## src/rtl/phy_pwr_pkg.sv

```systemverilog
`timescale 1ns/1ps
package phy_pwr_pkg;

   typedef enum logic [1:0] {
      PM_NORMAL = 2'd0,
      PM_LDPS   = 2'd1,
      PM_AOFF   = 2'd2,
      PM_PWD    = 2'd3
   } pwr_mode_e;

   typedef enum logic {
      LS_ACTIVE = 1'b0,
      LS_QUIET  = 1'b1
   } ldps_st_e;

   typedef struct packed {
      logic afe_tx;
      logic afe_rx;
      logic pll;
      logic osc;
      logic core;
      logic lpulse;
   } pwr_en_s;

endpackage

```

## src/rtl/pwr_ctl_regs.sv

```systemverilog
`timescale 1ns/1ps
module pwr_ctl_regs #(
   parameter int ADDR_W   = 5,
   parameter int DATA_W   = 16,
   parameter int PWD_ADDR = 0,
   parameter int PWD_BIT  = 11,
   parameter int CFG_ADDR = 17,
   parameter int AOFF_BIT = 11,
   parameter int LDPS_BIT = 12
) (
   input  logic              clk,
   input  logic              rst_n,
   input  logic              wr,
   input  logic [ADDR_W-1:0] addr,
   input  logic [DATA_W-1:0] wdata,
   output logic              pwd_q,
   output logic              aoff_q,
   output logic              ldps_q
);

   localparam logic [ADDR_W-1:0] PwdA = ADDR_W'(PWD_ADDR);
   localparam logic [ADDR_W-1:0] CfgA = ADDR_W'(CFG_ADDR);

   logic hit_pwd;
   logic hit_cfg;
   logic unused_wdata;

   assign hit_pwd      = wr && (addr == PwdA);
   assign hit_cfg      = wr && (addr == CfgA);
   assign unused_wdata = ^wdata;

   always_ff @(posedge clk or negedge rst_n) begin
      if (!rst_n) begin
         pwd_q <= 1'b0;
      end else if (hit_pwd) begin
         pwd_q <= wdata[PWD_BIT];
      end
   end

   always_ff @(posedge clk or negedge rst_n) begin
      if (!rst_n) begin
         aoff_q <= 1'b0;
         ldps_q <= 1'b0;
      end else if (hit_cfg) begin
         aoff_q <= wdata[AOFF_BIT];
         ldps_q <= wdata[LDPS_BIT];
      end
   end

endmodule

```

## src/rtl/pwr_mode_arb.sv

```systemverilog
`timescale 1ns/1ps
module pwr_mode_arb
   import phy_pwr_pkg::*;
(
   input  logic      pwd_q,
   input  logic      aoff_q,
   input  logic      ldps_q,
   output pwr_mode_e mode
);

   always_comb begin
      if (pwd_q) begin
         mode = PM_PWD;
      end else if (aoff_q) begin
         mode = PM_AOFF;
      end else if (ldps_q) begin
         mode = PM_LDPS;
      end else begin
         mode = PM_NORMAL;
      end
   end

endmodule

```

## src/rtl/ldps_beacon.sv

```systemverilog
`timescale 1ns/1ps
module ldps_beacon
   import phy_pwr_pkg::*;
#(
   parameter int BEACON_CYC = 400000
) (
   input  logic clk,
   input  logic rst_n,
   input  logic active,
   input  logic link_up,
   input  logic rx_energy,
   output logic quiet,
   output logic beacon
);

   localparam int CNT_W = (BEACON_CYC > 2) ? $clog2(BEACON_CYC) : 1;
   localparam logic [CNT_W-1:0] LastCnt = CNT_W'(BEACON_CYC - 1);

   ldps_st_e         st_q;
   logic [CNT_W-1:0] cnt_q;
   logic             wake;

   assign wake = rx_energy || link_up;

   always_ff @(posedge clk or negedge rst_n) begin
      if (!rst_n) begin
         st_q  <= LS_ACTIVE;
         cnt_q <= '0;
      end else if (!active) begin
         st_q  <= LS_ACTIVE;
         cnt_q <= '0;
      end else begin
         case (st_q)
            LS_QUIET: begin
               if (wake) begin
                  st_q  <= LS_ACTIVE;
                  cnt_q <= '0;
               end else if (cnt_q == LastCnt) begin
                  cnt_q <= '0;
               end else begin
                  cnt_q <= cnt_q + 1'b1;
               end
            end
            default: begin
               cnt_q <= '0;
               if (!wake) begin
                  st_q <= LS_QUIET;
               end
            end
         endcase
      end
   end

   assign quiet  = (st_q == LS_QUIET);
   assign beacon = active && quiet && !wake && (cnt_q == LastCnt);

endmodule

```

## src/rtl/settle_timer.sv

```systemverilog
`timescale 1ns/1ps
module settle_timer #(
   parameter int SETTLE_CYC = 256
) (
   input  logic clk,
   input  logic rst_n,
   input  logic hold,
   output logic ready
);

   generate
      if (SETTLE_CYC == 0) begin : g_none
         logic unused_clk;
         assign unused_clk = clk ^ rst_n;
         assign ready      = !hold;
      end else begin : g_count
         localparam int CNT_W = $clog2(SETTLE_CYC + 1);
         localparam logic [CNT_W-1:0] Load = CNT_W'(SETTLE_CYC);

         logic [CNT_W-1:0] cnt_q;

         always_ff @(posedge clk or negedge rst_n) begin
            if (!rst_n) begin
               cnt_q <= '0;
            end else if (hold) begin
               cnt_q <= Load;
            end else if (cnt_q != '0) begin
               cnt_q <= cnt_q - 1'b1;
            end
         end

         assign ready = !hold && (cnt_q == '0);
      end
   endgenerate

endmodule

```

## src/rtl/phy_pwr_ctl.sv

```systemverilog
`timescale 1ns/1ps
module phy_pwr_ctl
   import phy_pwr_pkg::*;
#(
   parameter int ADDR_W     = 5,
   parameter int DATA_W     = 16,
   parameter int PWD_ADDR   = 0,
   parameter int PWD_BIT    = 11,
   parameter int CFG_ADDR   = 17,
   parameter int AOFF_BIT   = 11,
   parameter int LDPS_BIT   = 12,
   parameter int BEACON_CYC = 400000,
   parameter int SETTLE_CYC = 256
) (
   input  logic              clk,
   input  logic              rst_n,
   input  logic              reg_wr,
   input  logic [ADDR_W-1:0] reg_addr,
   input  logic [DATA_W-1:0] reg_wdata,
   input  logic              link_up,
   input  logic              rx_energy,
   output logic              en_afe_tx,
   output logic              en_afe_rx,
   output logic              en_pll,
   output logic              en_osc,
   output logic              en_core,
   output logic              en_lpulse,
   output logic              beacon,
   output logic              ready
);

   generate
      if (BEACON_CYC < 2) begin : g_bad_beacon
         $error("BEACON_CYC must be at least 2");
      end
      if (SETTLE_CYC < 0) begin : g_bad_settle
         $error("SETTLE_CYC must not be negative");
      end
      if (PWD_BIT >= DATA_W || AOFF_BIT >= DATA_W || LDPS_BIT >= DATA_W) begin : g_bad_bit
         $error("control bit positions must lie inside DATA_W");
      end
      if (AOFF_BIT == LDPS_BIT) begin : g_bad_overlap
         $error("AOFF_BIT and LDPS_BIT must differ");
      end
      if (PWD_ADDR == CFG_ADDR) begin : g_bad_addr
         $error("PWD_ADDR and CFG_ADDR must differ");
      end
      if (PWD_ADDR >= (1 << ADDR_W) || CFG_ADDR >= (1 << ADDR_W)) begin : g_bad_aw
         $error("register addresses must fit in ADDR_W");
      end
   endgenerate

   logic      pwd_q;
   logic      aoff_q;
   logic      ldps_q;
   pwr_mode_e mode;
   logic      quiet;
   logic      hold;
   pwr_en_s   en;

   pwr_ctl_regs #(
      .ADDR_W  (ADDR_W),
      .DATA_W  (DATA_W),
      .PWD_ADDR(PWD_ADDR),
      .PWD_BIT (PWD_BIT),
      .CFG_ADDR(CFG_ADDR),
      .AOFF_BIT(AOFF_BIT),
      .LDPS_BIT(LDPS_BIT)
   ) u_regs (
      .clk   (clk),
      .rst_n (rst_n),
      .wr    (reg_wr),
      .addr  (reg_addr),
      .wdata (reg_wdata),
      .pwd_q (pwd_q),
      .aoff_q(aoff_q),
      .ldps_q(ldps_q)
   );

   pwr_mode_arb u_arb (
      .pwd_q (pwd_q),
      .aoff_q(aoff_q),
      .ldps_q(ldps_q),
      .mode  (mode)
   );

   ldps_beacon #(
      .BEACON_CYC(BEACON_CYC)
   ) u_beacon (
      .clk      (clk),
      .rst_n    (rst_n),
      .active   (mode == PM_LDPS),
      .link_up  (link_up),
      .rx_energy(rx_energy),
      .quiet    (quiet),
      .beacon   (beacon)
   );

   assign hold = (mode == PM_PWD) || (mode == PM_AOFF);

   settle_timer #(
      .SETTLE_CYC(SETTLE_CYC)
   ) u_settle (
      .clk  (clk),
      .rst_n(rst_n),
      .hold (hold),
      .ready(ready)
   );

   always_comb begin
      en = '1;
      case (mode)
         PM_PWD: begin
            en = '0;
         end
         PM_AOFF: begin
            en      = '0;
            en.osc  = 1'b1;
            en.core = 1'b1;
         end
         PM_LDPS: begin
            en.lpulse = !quiet;
         end
         default: begin
            en = '1;
         end
      endcase
   end

   assign en_afe_tx = en.afe_tx;
   assign en_afe_rx = en.afe_rx;
   assign en_pll    = en.pll;
   assign en_osc    = en.osc;
   assign en_core   = en.core;
   assign en_lpulse = en.lpulse;

endmodule

```

## config.mk

```make
export PLATFORM = sky130hd
export DESIGN_NAME = phy_pwr_ctl
export DESIGN_NICKNAME = d
export VERILOG_FILES = /design/src/rtl/phy_pwr_pkg.sv /design/src/rtl/pwr_ctl_regs.sv /design/src/rtl/pwr_mode_arb.sv /design/src/rtl/ldps_beacon.sv /design/src/rtl/settle_timer.sv /design/src/rtl/phy_pwr_ctl.sv
export SDC_FILE = /design/constraint.sdc
export NUM_CORES = 1
export LEC_CHECK = 0
export BUFFER_PORTS_ARGS = -buffer_cell sky130_fd_sc_hd__buf_2
export CORE_UTILIZATION = 41
export DETAILED_ROUTE_END_ITERATION = 10
export PLACE_DENSITY = 0.71
export SETUP_SLACK_MARGIN = 0.3
export SYNTH_ARGS = -nofsm -noshare
export SYNTH_HDL_FRONTEND = slang
export SYNTH_SLANG_ARGS = --single-unit
```

## constraint.sdc

```tcl
create_clock -name clk -period 2.7 [get_ports clk]
set_input_delay 0.27 -clock clk [delete_from_list [all_inputs] [get_ports clk]]
set_output_delay 0.27 -clock clk [all_outputs]
set_load 0.005 [all_outputs]
```

**Yosys cells after proc, flatten, opt, wreduce, memory -nomap -nowiden**

Index checks and enable logic that the tools add are counted.

- Multiplexer cells: 13
- Reductions and logical operators: 16
- Add/sub/neg operators: 2
- Equality and inequality tests: 5

Operators by type and width:

| operator | number |
|---|---|
| $mux W19 | 4 |
| $add A19 B1 Y19 const B | 1 |
| $eq A19 B19 Y1 const B | 1 |
| $mux W9 | 2 |
| $pmux W5 S2 | 1 |
| $logic_not A9 Y1 | 1 |
| $reduce_bool A9 Y1 | 1 |
| $sub A9 B1 Y9 const B | 1 |
| $logic_and A1 B1 Y1 | 6 |
| $eq A5 B5 Y1 const B | 1 |
| $logic_not A5 Y1 | 1 |
| $eq A2 B2 Y1 const B | 2 |
| $mux W2 | 2 |
| $logic_not A1 Y1 | 3 |
| $mux W1 | 3 |
| $eq A2 B1 Y1 const B | 1 |
| $logic_or A1 B1 Y1 | 2 |
| $pmux W1 S2 | 1 |
| $reduce_bool A2 Y1 | 1 |
| $reduce_or A2 Y1 | 1 |

- Output and inout port bits: 8
- Word-level logic and storage cells: 42
- Register bits after elaboration: 32

**Longest topological paths before layout**

Gate-level depths: netlist of run 1.

- Depth after elaboration: 7
- Gate-level depth with buffers: 8
- Gate-level depth less buffers: 6

**Cells and area by module**

A second synthesis of run 1 with hierarchy kept.

- Cells, all modules: 173
- Area total of the unflattened synthesis: 1,775.5 sq um

By module, submodules not included:

| module | cells each | seq. area each (sq um) | instances | area an instance (sq um) |
|---|---|---|---|---|
| ldps_beacon | 106 | 500.5 | 1 | 1,083.5 |
| settle_timer | 46 | 225.2 | 1 | 470.5 |
| pwr_ctl_regs | 10 | 75.1 | 1 | 158.9 |
| phy_pwr_ctl | 8 | 0.0 | 1 | 45.0 |
| pwr_mode_arb | 3 | 0.0 | 1 | 17.5 |

**Worst setup path after synthesis of run 1**

OpenSTA, ideal clock, no wires.

- Kind: register to output
- Start point: register u_settle.g_count.cnt_q[0]
- End point: output ready
- Cell stages (with the launch flop): 7
- Data required time: 2.430 ns
- Arrival: 1.675 ns
- Slack: 0.755 ns
- Cell sequence: dfrtp_1 -> inv_1 -> ha_1 -> or3b_1 -> or4_4 -> buf_6 -> nor2_1

- Cells in the longest elaborated chain, start to end: 2

RTL lines:

| element | line | text |
|---|---|---|
| start, declared | settle_timer.sv:20 | `logic [CNT_W-1:0] cnt_q;` |
| start signal, assigned | settle_timer.sv:26 | `cnt_q <= Load;` |
| start signal, assigned | settle_timer.sv:28 | `cnt_q <= cnt_q - 1'b1;` |
| $logic_not A9 Y1 | settle_timer.sv:32 | `assign ready = !hold && (cnt_q == '0);` |
| $logic_and A1 B1 Y1 | settle_timer.sv:32 |  |
| end, declared | phy_pwr_ctl.sv:29 | `output logic ready` |

Every way passes these cells.

**Worst setup path after layout of run 1**

Ends and elaborated chain as after synthesis.

==> results of run 1 <==
## kinds of logic after synthesis
kind of cell,share of synthesized area
AO/OA/AOI/OAI,0.0875
XOR/XNOR,0.0739
multiplexers,0.0196
AND/OR/NAND/NOR,0.265
flip-flops,0.483
adder cells (fa/ha/maj),0.0151
buffers and inverters,0.0566
## power by group through the flow
stage | registers [W] | clock network (W) | logic [W]
after floorplan | 0.000615 | 0 | 0.000334
after global placement | 0.000630 | 0 | 0.000388
final | 0.000627 | 0.000371 | 0.000426
after CTS | 0.000626 | 0.000387 | 0.000396
after detailed placement | 0.000635 | 0 | 0.000395
after global routing | 0.000640 | 0.000413 | 0.000486
## per-layer routing
metal	vias to the layer above	global-route usage	wire [µm]
met5	-	0	0
met4	0	0.0652	46
met3	5	0.0469	64
met2	12	0.263	1400
met1	581	0.201	1410
li1	642	-	-
## synthesized netlist by cell type, types with 2 or more instances
library cell | instances | share of area
sky130_fd_sc_hd__nor4_1 | 6 | 0.023
sky130_fd_sc_hd__xor2_1 | 3 | 0.016
sky130_fd_sc_hd__nand4_1 | 6 | 0.023
sky130_fd_sc_hd__mux2_2 | 2 | 0.014
sky130_fd_sc_hd__nand2b_1 | 2 | 0.0075
sky130_fd_sc_hd__inv_1 | 9 | 0.020
sky130_fd_sc_hd__or3_1 | 5 | 0.019
sky130_fd_sc_hd__nand2_1 | 8 | 0.018
sky130_fd_sc_hd__xnor2_1 | 11 | 0.058
sky130_fd_sc_hd__nor3_1 | 7 | 0.021
sky130_fd_sc_hd__nand3_1 | 6 | 0.018
sky130_fd_sc_hd__buf_2 | 2 | 0.0060
sky130_fd_sc_hd__a31o_2 | 4 | 0.021
sky130_fd_sc_hd__nor2_1 | 30 | 0.068
sky130_fd_sc_hd__and3_1 | 2 | 0.0075
sky130_fd_sc_hd__dfrtp_1 | 32 | 0.48
sky130_fd_sc_hd__buf_6 | 2 | 0.014
sky130_fd_sc_hd__a21oi_1 | 9 | 0.027
sky130_fd_sc_hd__nor4b_1 | 2 | 0.011
sky130_fd_sc_hd__o31ai_1 | 3 | 0.014
sky130_fd_sc_hd__buf_4 | 3 | 0.014
sky130_fd_sc_hd__ha_1 | 2 | 0.015
## worst min path at each step
| stage | start | end | slack, ns | depth (start not counted) |
|---|---|---|---|---|
| after global placement | rst_n | u_beacon.cnt_q[2]$_DFF_PN0_ | 0.36 | 1 |
| after floorplan | rst_n | u_beacon.cnt_q[0]$_DFF_PN0_ | -0.03 | 0 |
| after global routing | rst_n | u_settle.g_count.cnt_q[0]$_DFFE_PN0N_ | 0.09 | 1 |
| after detailed placement | rst_n | u_regs.pwd_q$_DFFE_PN0P_ | 0.36 | 1 |
| final | rst_n | u_beacon.cnt_q[4]$_DFF_PN0_ | 0.03 | 1 |
| after CTS | rst_n | u_beacon.cnt_q[4]$_DFF_PN0_ | 0.05 | 1 |
## critical path, cell delays in order, from the launching register on
cell                      delay (ns)
sky130_fd_sc_hd__dfrtp_1        0.41
sky130_fd_sc_hd__inv_1          0.07
sky130_fd_sc_hd__ha_1           0.16
sky130_fd_sc_hd__or3b_4         0.41
sky130_fd_sc_hd__or4_4          0.51
sky130_fd_sc_hd__nor2_1         0.10
sky130_fd_sc_hd__buf_2          0.12
## per-stage QoR
stage                     area [µm²]  total power (W)  std cells  hold slack [ns]  setup slack, ns
after floorplan                 1660         0.000949        172          -0.0256            0.755
after global placement          1760          0.00102        232            0.361            0.648
after detailed placement        1760          0.00103        232            0.365            0.637
after CTS                       1850          0.00141        240           0.0524            0.317
after global routing            1880          0.00154        243           0.0877            0.259
final                           1880          0.00142        243           0.0290            0.372
## what timing repair did
item | 4_1_cts | 5_1_grt
endpoints found under the hold margin | 0 | 0
gates resized for setup | 0 | 2
endpoints found under the setup margin | 0 | 2
setup buffers | 0 | 3
## area by class of cell
class	instances	area share
clock inverter	2	0.00533
sequential	32	0.426
inverter	10	0.0206
multi-input combinational	123	0.409
clock buffer	6	0.0439
tap	48	0.0320
timing repair buffer	22	0.0626
## registers in the layout (all words and copies together), names as in the netlist
signal	flops
u_regs.aoff_q	1
u_settle.g_count.cnt_q	9
u_beacon.cnt_q	19
u_regs.pwd_q	1
u_beacon.quiet	1
u_regs.ldps_q	1
==> results.sh, run 1 <==
export IMPL_fin_tns_setup_ns=0
export IMPL_crit_type="reg -> out"
export IMPL_final_min_period_over_clock_period=0.862
export IMPL_netSwitchingPower_w=0.000454
export IMPL_sw_frac_of_total=0.319
export IMPL_finalClockSkew_ns=0.00691
export IMPL_finalSetupViolCount=0
export IMPL_reg2regPathDepth=7
export IMPL_regToRegEndpoint="u_settle.g_count.cnt_q[1]$_DFFE_PN0N_"
export IMPL_vias=1240
export IMPL_floorplan_core_area_mm2=0.00377
export IMPL_timing_critical_path_to="ready"
export IMPL_root_buffer="sky130_fd_sc_hd__clkbuf_8"
export IMPL_pin_count=34
export IMPL_hold_viol_final=0
export IMPL_cellLeakagePower_nw=0.774
export IMPL_drv_max_cap_violation_count=0
export IMPL_reg2reg_slack_ns=0.65
export IMPL_dieWidth_um=65.6
export IMPL_vdd_drop_max_mv=0.308
export IMPL_timing_final_max_slew_violations=0
export IMPL_count_of_state_elements_after_synthesis=32
export IMPL_cts_hold_repair_buffers=0
export IMPL_yosys_warnings=0
export IMPL_post_route_util=0.498
export IMPL_maxSlewHeadroom=0.544
export IMPL_unrepaired_setup_endpoints_after_global_routing="yes"
export IMPL_ys_flop_type="sky130_fd_sc_hd__dfrtp_1"
export IMPL_synthesis_area_per_instance_um2=9.65
export IMPL_pwr_density_cell_mw_per_mm2=758
export IMPL_grt_max_degree=33
export IMPL_arrival_ns=2.06
export IMPL_drc=0
export IMPL_antennaDiodeCount=0
export IMPL_vias_per_cell=5.10
export IMPL_grt_antenna_before_repair=0
export IMPL_multi_input_comb_area_um2=769
export IMPL_rd_place_congestion=0.801
export IMPL_startpoint_of_the_worst_slack_reg_to_reg_timing_path="u_settle.g_count.cnt_q[0]$_DFFE_PN0N_"
export IMPL_power_report_internal_total_w=0.000970
export IMPL_track_usage=0.162
export IMPL_layout_cells_most_common_list="32 x sky130_fd_sc_hd__dfrtp_1, 29 x sky130_fd_sc_hd__nor2_1, 19 x sky130_fd_sc_hd__buf_2"
export IMPL_first_iter_violations=27
export IMPL_synth_edf_count=0
export IMPL_cts_buffers=5
export IMPL_share_seq_of_total_power=0.440
export IMPL_cp_max_fo=5
export IMPL_cts_num_sinks=32
export IMPL_layout_min_cycle_time_ns=2.33
export IMPL_floorplan_die_height_um=65.6
export IMPL_layout_area_overhead_vs_synth_pct=13.3
export IMPL_setup_worst_path_start_class="register"
export IMPL_grt_pass1_wl_mm=5.24
export IMPL_ff_latch_area_um2=801
export IMPL_ys_async_sr_fraction=1.00
export IMPL_number_of_global_route_vias_before_repair=1217
export IMPL_clock_power_share=0.261
export IMPL_setup_worst_path_end_class="output port"
export IMPL_timing_fmax_mhz=429
export IMPL_fp_dieArea_mm2=0.00430
export IMPL_post_route_cells_drive_above_1_share=0.231
export IMPL_final_common_cell="sky130_fd_sc_hd__dfrtp_1"
export IMPL_layout_nets=222
export IMPL_nFillCells=350
export IMPL_timing_worst_slew_pin_value_ns=0.684
export IMPL_htreeDepth=2
export IMPL_synth_nets=200
export IMPL_cts_tree="yes"
export IMPL_globalRouteOverflowTotal=0
export IMPL_initial_core_util=0.440
export IMPL_yosysUniqueCellTypes=38
export IMPL_crit_required_ns=2.43
export IMPL_io_buffers=19
export IMPL_clk_path_buf_depth=2
export IMPL_clk_latency_ns=0.28
export IMPL_row_count=22
export IMPL_detailed_place_hpwl_mm=2.07
export IMPL_outcome="completed"
export IMPL_power_frac_comb=0.299
export IMPL_avgRoutedWirePerCell_um=12.0
export IMPL_synth_area_mm2=0.00166
export IMPL_route_antenna_remaining_nets=0
export IMPL_worstHoldPathType="in -> async"
export IMPL_clkTransAtPathRegs_ns=0.07
export IMPL_seq_area_frac_synth=0.483
export IMPL_syn_inst=172
export IMPL_drt_pre_antenna_iters=6
export IMPL_detail_route_wirelength_mm=2.92
export IMPL_startpoint="u_settle.g_count.cnt_q[0]$_DFFE_PN0N_"
Power figures use the tool's default switching activity.
==> inputs of run 2 (changes only) <==
--- a/config.mk
+++ b/config.mk
@@ -6,9 +6,10 @@
 export NUM_CORES = 1
 export LEC_CHECK = 0
 export BUFFER_PORTS_ARGS = -buffer_cell sky130_fd_sc_hd__buf_2
+export CORE_ASPECT_RATIO = 0.7
 export CORE_UTILIZATION = 41
 export DETAILED_ROUTE_END_ITERATION = 10
-export PLACE_DENSITY = 0.71
+export PLACE_DENSITY = 0.67
 export SETUP_SLACK_MARGIN = 0.3
 export SYNTH_ARGS = -nofsm -noshare
 export SYNTH_HDL_FRONTEND = slang
==> run 2 against run 1 <==
Net effect: fmax down 1.2%; combinational power up 11%; critical endpoint unchanged; design area up 0.67%; die area about the same; via count up 5.4%; worst hold slack worse by 0.0021 ns; cell count up 1.2%; setup slack worse by 0.028 ns; sequential cell count unchanged; clock-buffer cell count up 2.
==> results.sh, run 2 (synthesis gave the netlist of run 1 again) <==
export IMPL_finalClockSkew_ns=0.00747
export IMPL_reg2reg_slack_ns=0.62
export IMPL_cts_tree="yes"
export IMPL_vias_per_cell=5.31
export IMPL_pwr_density_cell_mw_per_mm2=783
export IMPL_floorplan_die_height_um=55.2
export IMPL_cellLeakagePower_nw=0.772
export IMPL_drv_max_cap_violation_count=0
export IMPL_post_route_cells_drive_above_1_share=0.235
export IMPL_reg_largest_list="u_beacon.cnt_q (19), u_settle.g_count.cnt_q (9)"
export IMPL_grt_antenna_before_repair=0
export IMPL_layout_min_cycle_time_ns=2.36
export IMPL_setup_worst_path_start_class="register"
export IMPL_layout_area_overhead_vs_synth_pct=14.0
export IMPL_vdd_drop_max_mv=0.447
export IMPL_clkTransAtPathRegs_ns=0.06
export IMPL_largest_reg_flops=19
export IMPL_cp_max_fo=4
export IMPL_layout_nets=223
export IMPL_track_usage=0.181
export IMPL_initial_core_util=0.449
export IMPL_crit_required_ns=2.43
export IMPL_finalSetupViolCount=0
export IMPL_startpoint_of_the_worst_slack_reg_to_reg_timing_path="u_settle.g_count.cnt_q[0]$_DFFE_PN0N_"
export IMPL_fin_tns_setup_ns=0
export IMPL_worstHoldPathType="in -> async"
export IMPL_layout_cells_most_common_list="32 x sky130_fd_sc_hd__dfrtp_1, 28 x sky130_fd_sc_hd__nor2_1, 19 x sky130_fd_sc_hd__buf_2"
export IMPL_max_stage_delay_ns=0.53
export IMPL_arrival_ns=2.09
export IMPL_largest_register="u_beacon.cnt_q"
export IMPL_timing_worst_slew_pin_value_ns=0.696
export IMPL_final_min_period_over_clock_period=0.873
export IMPL_postLayoutCellArea_mm2=0.00189
export IMPL_hold_viol_final=0
export IMPL_grt_max_degree=33
export IMPL_setup_worst_path_end_class="output port"
export IMPL_drt_pre_antenna_iters=4
export IMPL_antennaDiodeCount=0
export IMPL_htreeDepth=2
export IMPL_cts_num_sinks=32
export IMPL_area_after_dpl_mm2=0.00176
export IMPL_maxSlewHeadroom=0.536
export IMPL_avgRoutedWirePerCell_um=13.8
export IMPL_timing_fmax_mhz=424
export IMPL_pin_count=34
export IMPL_vias=1307
export IMPL_grt_pass1_wl_mm=5.89
export IMPL_drc=0
export IMPL_globalRouteOverflowTotal=0
export IMPL_cts_hold_repair_buffers=0
export IMPL_row_count=18
export IMPL_rd_place_congestion=0.786
export IMPL_dieWidth_um=78.0
export IMPL_outcome="completed"
export IMPL_io_buffers=19
export IMPL_reg2regPathDepth=7
export IMPL_number_of_global_route_vias_before_repair=1291
export IMPL_root_buffer="sky130_fd_sc_hd__clkbuf_8"
export IMPL_regToRegEndpoint="u_settle.g_count.cnt_q[3]$_DFFE_PN0N_"
export IMPL_fp_dieArea_mm2=0.00431
export IMPL_first_iter_violations=94
export IMPL_floorplan_core_area_mm2=0.00369
export IMPL_critical_path_s_slowest_cell="sky130_fd_sc_hd__or4_4"
export IMPL_clk_latency_ns=0.29
export IMPL_cp_cell_instances="inv_1 > ha_2 > or3b_4 > or4_4 > nor2_2 > buf_2"
export IMPL_detailed_place_hpwl_mm=2.40
export IMPL_crit_type="reg -> out"
export IMPL_clk_path_buf_depth=2
export IMPL_final_common_cell="sky130_fd_sc_hd__dfrtp_1"
export IMPL_cts_buffers=5
export IMPL_unrepaired_setup_endpoints_after_global_routing="yes"
export IMPL_timing_final_max_slew_violations=0
export IMPL_detail_route_wirelength_mm=3.39
export IMPL_route_antenna_remaining_nets=0
## run 2: where the power goes
part / internal, W / total (W) / switching [W]
sequential: 0.000551 / 0.000631 / 0.0000795
clock: 0.000208 / 0.000377 / 0.000169
combinational: 0.000237 / 0.000474 / 0.000237
## run 2: per-layer routing
layer	vias up	share of wire	global-route usage
li1	647	-	-
met1	625	0.49	0.245
met2	30	0.46	0.267
met3	5	0.039	0.0694
met4	0	0.011	0.0582
met5	-	0	0
## run 2: cell type report
type,instances,area [µm²]
clock buffers,8,90.1
repair buffers,23,125
fillers,368,1800
multi-input cells,123,774
well taps,50,62.6
inverters,10,38.8
flip-flops and latches,32,801
## run 2: worst max path at each step
stage	from	end	slack, ns	cells past startpoint
global placement	u_settle.g_count.cnt_q[0]$_DFFE_PN0N_	ready	0.65	6
global route	u_settle.g_count.cnt_q[0]$_DFFE_PN0N_	ready	0.24	6
detailed placement	u_settle.g_count.cnt_q[0]$_DFFE_PN0N_	ready	0.59	6
finish	u_settle.g_count.cnt_q[0]$_DFFE_PN0N_	ready	0.34	6
floorplan	u_settle.g_count.cnt_q[0]$_DFFE_PN0N_	ready	0.75	6
CTS	u_settle.g_count.cnt_q[0]$_DFFE_PN0N_	ready	0.32	6
## run 2: what timing repair did
action,4_1_cts,5_1_grt
setup buffers,0,4
endpoints found under the hold margin,0,0
gates resized for setup,1,3
pin swaps,0,2
setup endpoints to repair,1,2
## run 2: metrics by stage
| stage | cells | hold WS, ns | worst slack (ns) | power [W] | utilization |
|---|---|---|---|---|---|
| 2_1_floorplan | 172 | -0.0256 | 0.755 | 0.000949 | - |
| 3_3_place_gp | 234 | 0.354 | 0.647 | 0.00102 | 0.477 |
| 3_5_place_dp | 234 | 0.361 | 0.587 | 0.00105 | 0.477 |
| 4_1_cts | 242 | 0.0536 | 0.322 | 0.00144 | 0.502 |
| 5_1_grt | 246 | 0.0759 | 0.236 | 0.00159 | 0.512 |
| 6_report | 246 | 0.0269 | 0.344 | 0.00148 | 0.512 |
## run 2: worst max-delay path, delay by kind of cell (launching register included)
kind | cells | cell delay [ns]
flops | 1 | 0.41
simple gates | 3 | 1.03
fa+ha+maj | 1 | 0.18
buf+inv | 2 | 0.19
